File: src/rtl/gpio_setclr_port.sv
module gpio_setclr_port #(
  parameter int NPINS  = 32,
  parameter int ADDR_W = 12,
  parameter logic [ADDR_W-1:0] OFS_DIR = 'h100,
  parameter logic [ADDR_W-1:0] OFS_SET = 'h108,
  parameter logic [ADDR_W-1:0] OFS_CLR = 'h10C,
  parameter logic [ADDR_W-1:0] OFS_PIN = 'h110
) (
  input  logic              clk,
  input  logic              rst_n,
  input  logic              wr_en,
  input  logic              rd_en,
  input  logic [ADDR_W-1:0] addr,
  input  logic [NPINS-1:0]  wdata,
  output logic [NPINS-1:0]  rdata,
  input  logic [NPINS-1:0]  pad_in,
  output logic [NPINS-1:0]  pad_dout,
  output logic [NPINS-1:0]  pad_oe
);

  logic [NPINS-1:0] lat_q, oe_q, inen_q, sync1_q, sync2_q;

  wire hit_dir = addr == OFS_DIR;
  wire hit_set = addr == OFS_SET;
  wire hit_clr = addr == OFS_CLR;
  wire hit_pin = addr == OFS_PIN;
  wire drive_w = wr_en && (hit_set || hit_clr);

  always_ff @(posedge clk or negedge rst_n) begin
    if (!rst_n) begin
      lat_q  <= '0;
      oe_q   <= '0;
      inen_q <= '0;
    end else if (wr_en) begin
      if (hit_set) lat_q <= lat_q | wdata;
      if (hit_clr) lat_q <= lat_q & ~wdata;
      if (drive_w) oe_q <= oe_q | wdata;
      if (hit_dir) oe_q <= oe_q & ~wdata;
      if (hit_pin) inen_q <= wdata;
    end
  end

  always_ff @(posedge clk) begin
    sync1_q <= pad_in;
    sync2_q <= sync1_q;
  end

  always_comb begin
    rdata = '0;
    if (rd_en) begin
      if (hit_dir) rdata = oe_q;
      if (hit_set) rdata = lat_q;
      if (hit_pin) rdata = sync2_q & inen_q;
    end
  end

  assign pad_dout = lat_q;
  assign pad_oe   = oe_q;

  p_reset_quiet_r1: assert property (@(posedge clk) $rose(rst_n) |-> (pad_oe == '0 && pad_dout == '0));

  p_set_drives_r2: assert property (@(posedge clk) disable iff (!rst_n)
    (wr_en && addr == OFS_SET) |=> ((pad_dout & $past(wdata)) == $past(wdata)) && ((pad_oe & $past(wdata)) == $past(wdata)));

  p_clr_drives_r3: assert property (@(posedge clk) disable iff (!rst_n)
    (wr_en && addr == OFS_CLR) |=> ((pad_dout & $past(wdata)) == '0) && ((pad_oe & $past(wdata)) == $past(wdata)));

  p_dir_release_r4: assert property (@(posedge clk) disable iff (!rst_n)
    (wr_en && addr == OFS_DIR) |=> ((pad_oe & $past(wdata)) == '0) && $stable(pad_dout));

  p_unmasked_keep_r5: assert property (@(posedge clk) disable iff (!rst_n)
    (wr_en && (addr == OFS_SET || addr == OFS_CLR || addr == OFS_DIR)) |=>
      ((pad_dout & ~$past(wdata)) == ($past(pad_dout) & ~$past(wdata))) &&
      ((pad_oe & ~$past(wdata)) == ($past(pad_oe) & ~$past(wdata))));

  p_idle_read_r6: assert property (@(posedge clk) disable iff (!rst_n) !rd_en |-> rdata == '0);

  p_pin_delay_r7: assert property (@(posedge clk) disable iff (!rst_n)
    (rd_en && addr == OFS_PIN) |-> rdata == ($past(pad_in, 2) & inen_q));

  p_pin_write_r8: assert property (@(posedge clk) disable iff (!rst_n)
    (wr_en && addr == OFS_PIN) |=> $stable(pad_oe) && $stable(pad_dout));

  p_undecoded_r9: assert property (@(posedge clk) disable iff (!rst_n)
    (wr_en && addr != OFS_DIR && addr != OFS_SET && addr != OFS_CLR && addr != OFS_PIN) |=>
      $stable(pad_oe) && $stable(pad_dout));

  p_oe_rise_r10: assert property (@(posedge clk) disable iff (!rst_n)
    (|(pad_oe & ~$past(pad_oe))) |-> $past(wr_en) && ($past(addr) == OFS_SET || $past(addr) == OFS_CLR));

endmodule

File: config.mk
export PLATFORM = sky130hd
export DESIGN_NAME = gpio_setclr_port
export DESIGN_NICKNAME = d
export VERILOG_FILES = /design/src/rtl/gpio_setclr_port.sv
export SDC_FILE = /design/constraint.sdc
export NUM_CORES = 1
export LEC_CHECK = 0
export BUFFER_PORTS_ARGS = -buffer_cell sky130_fd_sc_hd__buf_2
export CORE_MARGIN = 3
export CORE_UTILIZATION = 53
export DETAILED_ROUTE_END_ITERATION = 6
export PLACE_DENSITY = 0.8
export RECOVER_POWER = 50
export SLEW_MARGIN = 20
export SYNTH_ARGS = -nofsm -noshare
export SYNTH_HDL_FRONTEND = slang
export SYNTH_SLANG_ARGS = --single-unit
File: constraint.sdc
create_clock -name clk -period 1.9 [get_ports clk]
set_clock_uncertainty 0.2 [all_clocks]
set_input_delay 0.095 -clock clk [delete_from_list [all_inputs] [get_ports clk]]
set_output_delay 0.095 -clock clk [all_outputs]
set_load 0.02 [all_outputs]
Word-level counts from Yosys, hierarchy flattened
Index checks and enable logic that the tools add are counted.
{"block": "op_classes", "n_eq_ne": 4, "n_bitwise": 6, "muxes": 8, "n_reduce_logical": 7}
{"op": "32-bit two-way mux", "count": 8}
{"op": "32-bit AND", "count": 3}
{"op": "32-bit OR", "count": 2}
{"op": "12-bit by 9-bit equality test with 1-bit output, second input constant", "count": 4}
{"op": "32-bit NOT", "count": 1}
{"op": "2-bit AND reduction", "count": 3}
{"op": "2-bit nonzero test", "count": 2}
{"op": "1-bit logical AND", "count": 1}
{"op": "1-bit logical OR", "count": 1}
{"block": "word_totals", "out_inout_bits": 96, "input_bits": 80, "register_bits": 160, "elab_cells": 30}

Logic depth before layout (Yosys ltp)
{"block": "logic_depth", "word_depth": 5, "mapped_depth": 5, "mapped_depth_nobuf": 3}

Least setup slack after synthesis
OpenSTA, ideal clock, no wires.
{"block": "synth_path", "path_type": "input -> output", "start": "in addr[1]", "end": "out rdata[23]", "slack_ns": 0.156, "cell_stages": 5, "required_time_ns": 1.605, "arrival_ns": 1.449, "cell_sequence": "nor4_4 -> buf_2 -> nand4_1 -> clkbuf_1 -> o221ai_1"}
{"block": "synth_via", "elab_chain_cells": 5, "elab_cells_between_ends": 7}
{"item": "start: declaration", "line": "13", "rtl": "input logic [ADDR_W-1:0] addr,"}
{"item": "12-bit by 9-bit equality test with 1-bit output", "line": "23", "rtl": "wire hit_dir = addr == OFS_DIR;"}
{"item": "32-bit two-way mux", "line": "51", "rtl": "if (hit_dir) rdata = oe_q;"}
{"item": "32-bit two-way mux", "line": "52", "rtl": "if (hit_set) rdata = lat_q;"}
{"item": "32-bit two-way mux (*)", "line": "53", "rtl": "if (hit_pin) rdata = sync2_q & inen_q;"}
{"item": "32-bit two-way mux (*)", "line": "50", "rtl": "if (rd_en) begin"}
{"item": "end: declaration", "line": "15", "rtl": "output logic [NPINS-1:0] rdata,"}
Every way passes the cells marked *; elsewhere a longest branch is shown, timed or not.

==> key figures <==
Outcome
  – Status: finished with violations
  – Failing checks: negative setup slack

Placement
  – # placed instances: 920
  – Place WS: -0.116 ns
  – Port Buffer Count: 175
  – GPL Wtd Cong: 0.872
  – DP HPWL: 14400 µm

Floorplan
  – I/O Pins: 176
  – Starting Density: 55.1%
  – Die X: 121 µm
  – Placement Rows: 41
  – Vert. Die Dim: 121 µm
  – Core ar.: 12800 µm²
  – Die area: 14800 µm²

Synth
  – Mapped Cells: 593
  – Mux share of post-synthesis cell area: 10.2%
  – Synth Net Count: 673
  – Area leader, netlist: dfrtp_1
  – Synth top area cells: dfrtp_1, dfxtp_1, mux2_2, nand4_1, o41ai_2
  – Proportion of netlist area held by the largest area contributor: 34.0%
  – Post-synthesis adder-cell area fraction: 0%
  – Cell variety after synth: 29
  – Synth warn: 0
  – Post-Synth Simple-Gate Area: 20.4%
  – Synth Area in Compound Gates: 11.1%
  – Sequential element share of the synthesized area: 52.1%
  – Largest family of logic cells by synthesized area: simple AND/OR/NAND/NOR gates
  – XOR/XNOR Fraction of Synth Area: 0%
  – Number of synthesized register bits: 160
  – Syn Area/Cell: 11.9 µm²
  – Mapped Area: 7070 µm²

Power and ir drop
  – Switch Pwr: 1760 µW
  – IR drop worst, VDD: 0.616 mV
  – Sequential Power Share: 45.7%
  – Cell area power density: 759 nW/µm²
  – Cell internal pwr: 5900 µW
  – Leakage: 0.00443 µW
  – Overall Power: 7650 µW
  – Clock Power Share: 45.8%
  – Combinational share of power: 8.5%
  – Switching Share: 22.9%

Final layout
  – Layout area overhead: 42.7%
  – Post-route insts no fill: 1048
  – Most common cell after layout, fill and taps aside: buf_2
  – Most frequent cells in the layout: buf_2, nand4_1, dfrtp_1
  – Fraction of layout cells with a size suffix above 1: 43.3%
  – Nets@finish: 942
  – Layout Utilization: 78.6%

Setup path
  – Crit start category: flip-flop
  – Required time of the critical path: 1.60 ns
  – Max stage delay cell, worst path: dfrtp_1
  – Crit path max fanout: 2
  – Worst setup path category: reg2out
  – CP max stage delay: 0.37 ns
  – CP arrival: 1.66 ns
  – Crit path capture type: output port
  – Family with the most delay on the worst path: simple AND/OR/NAND/NOR gates
  – Buf/Inv on CP: 1
  – Crit-path cells: nor4bb_2 -> nand4_1 -> o221ai_1 -> buf_4

Timing
  – Fmax: 513 MHz
  – Hold Fails Final Rpt: 0
  – RSZ-0062 raised after global routing: true
  – Post-route setup slack: -0.0501 ns
  – Max-slew violations: 0
  – Worst slew margin: 19.2%
  – Post-layout min period: 1.95 ns
  – Worst slew pin tran: 1.21 ns
  – Finish-stage setup viols: 2
  – TNS Setup: -0.0921 ns
  – Fin crit share: 103%

Clock network
  – Reg clk slew, reported paths: 0.06 ns
  – Clock tree sinks: 160
  – Clk buf depth: 2
  – Htree depth: 4
  – Root buffer cell: clkbuf_16
  – TritonCTS Buffers: 17
  – Clock Latency Late Sink: 0.43 ns
  – CTS tree: yes

GRT
  – Largest net degree at the start of global routing: 46
  – Vias in the first global route: 6670
  – Global-route wire length before repair: 35600 µm
  – Antenna violations before repair: 1
  – GR Overflow Total: 0
  – GR Util All Layers: 31.4%

Detailed routing
  – Per-cell routed wire length: 23.5 µm
  – Vias per inst: 6.46
  – WL final: 24600 µm
  – DRT iter0 DRCs: 820
  – DRC Markers: 0
  – Initial DRT Pass Iterations: 5
  – Detail Route Antenna Nets: 0
  – DR vias: 6765

Worst hold path
  – Hold crit path type: in2reg

Job
  – Max Cap Viol: 0
worst paths after layout:
kind / start / to / slack, ns / cells past startpoint
worst max-delay path: flip-flop / rdata[28] / -0.05 / 4
worst min register to register: sync1_q[16] / sync2_q[16] / 0.12 / 0
worst max register to register: flip-flop / flip-flop / 0.82 / 3
worst min-delay path: pad_in[23] / sync1_q[23] / 0.09 / 2
max in group asynchronous: rst_n / async pin / 0.17 / 3
min in group asynchronous: rst_n / async pin / 0.20 / 3
metrics by stage:
stage | hold WS [ns] | area [µm²]
final | 0.0903 | 10100
after global placement | -0.186 | 8360
after floorplan | -0.401 | 7070
after CTS | 0.0238 | 9700
after global routing | 0.0920 | 10100
after detailed placement | -0.185 | 8360
power by group through the flow:
stage	sequential (µW)	combinational (µW)	clock, µW
final	3500	653	3500
after detailed placement	3560	474	0
after CTS	3490	590	3510
after global routing	3500	684	3660
after global placement	3560	458	0
after floorplan	3560	185	0
cells in the mapped netlist:
library cell,instances
or4b_1,1
nor4_2,1
nor4bb_1,33
nand4_1,98
nor4b_1,1
o41ai_2,30
nand4b_1,1
nor4b_4,1
inv_1,32
nand3_1,32
o221ai_1,32
nand2b_1,32
nor3_2,1
mux2_2,60
nor2b_1,2
clkbuf_1,42
dfrtp_1,96
dfxtp_1,64
o41ai_1,2
mux2_1,4
buf_4,3
nor4_4,1
or3b_1,1
or4_1,1
and4_1,1
nor3b_1,1
buf_1,5
buf_2,9
buf_6,6
timing repair:
action                                  4_1_cts  5_1_grt
pin swaps                                     1        6
endpoints found under the hold margin       224        0
cloned                                        0        3
endpoints found under the setup margin       13       25
hold buffers                                 66        0
buffers inserted                              6       18
resized for setup                             6       38
cell type report:
type / count / area, µm²
antenna: 1 / 2.50
clock buffer: 21 / 462
clock inverter: 11 / 136
fill: 752 / 2740
inverter: 32 / 120
multi-input combinational: 336 / 3210
sequential: 160 / 3680
tap: 172 / 215
timing repair buffer: 315 / 2250
cells by family after synthesis:
family                 after synthesis
muxes                               64
and+or+nand+nor                    208
buffers and inverters               97
DFF                                160
AOI/OAI and AO/OA                   64
routing by layer:
metal	share of wire (%)	vias up	GRT usage, %
met1	37	3315	38.7
li1	-	2838	-
met5	0	-	0
met3	10	93	6.71
met2	49	519	53.0
met4	3.6	0	13.7
Note: power is estimated with default switching activity, not from simulation.
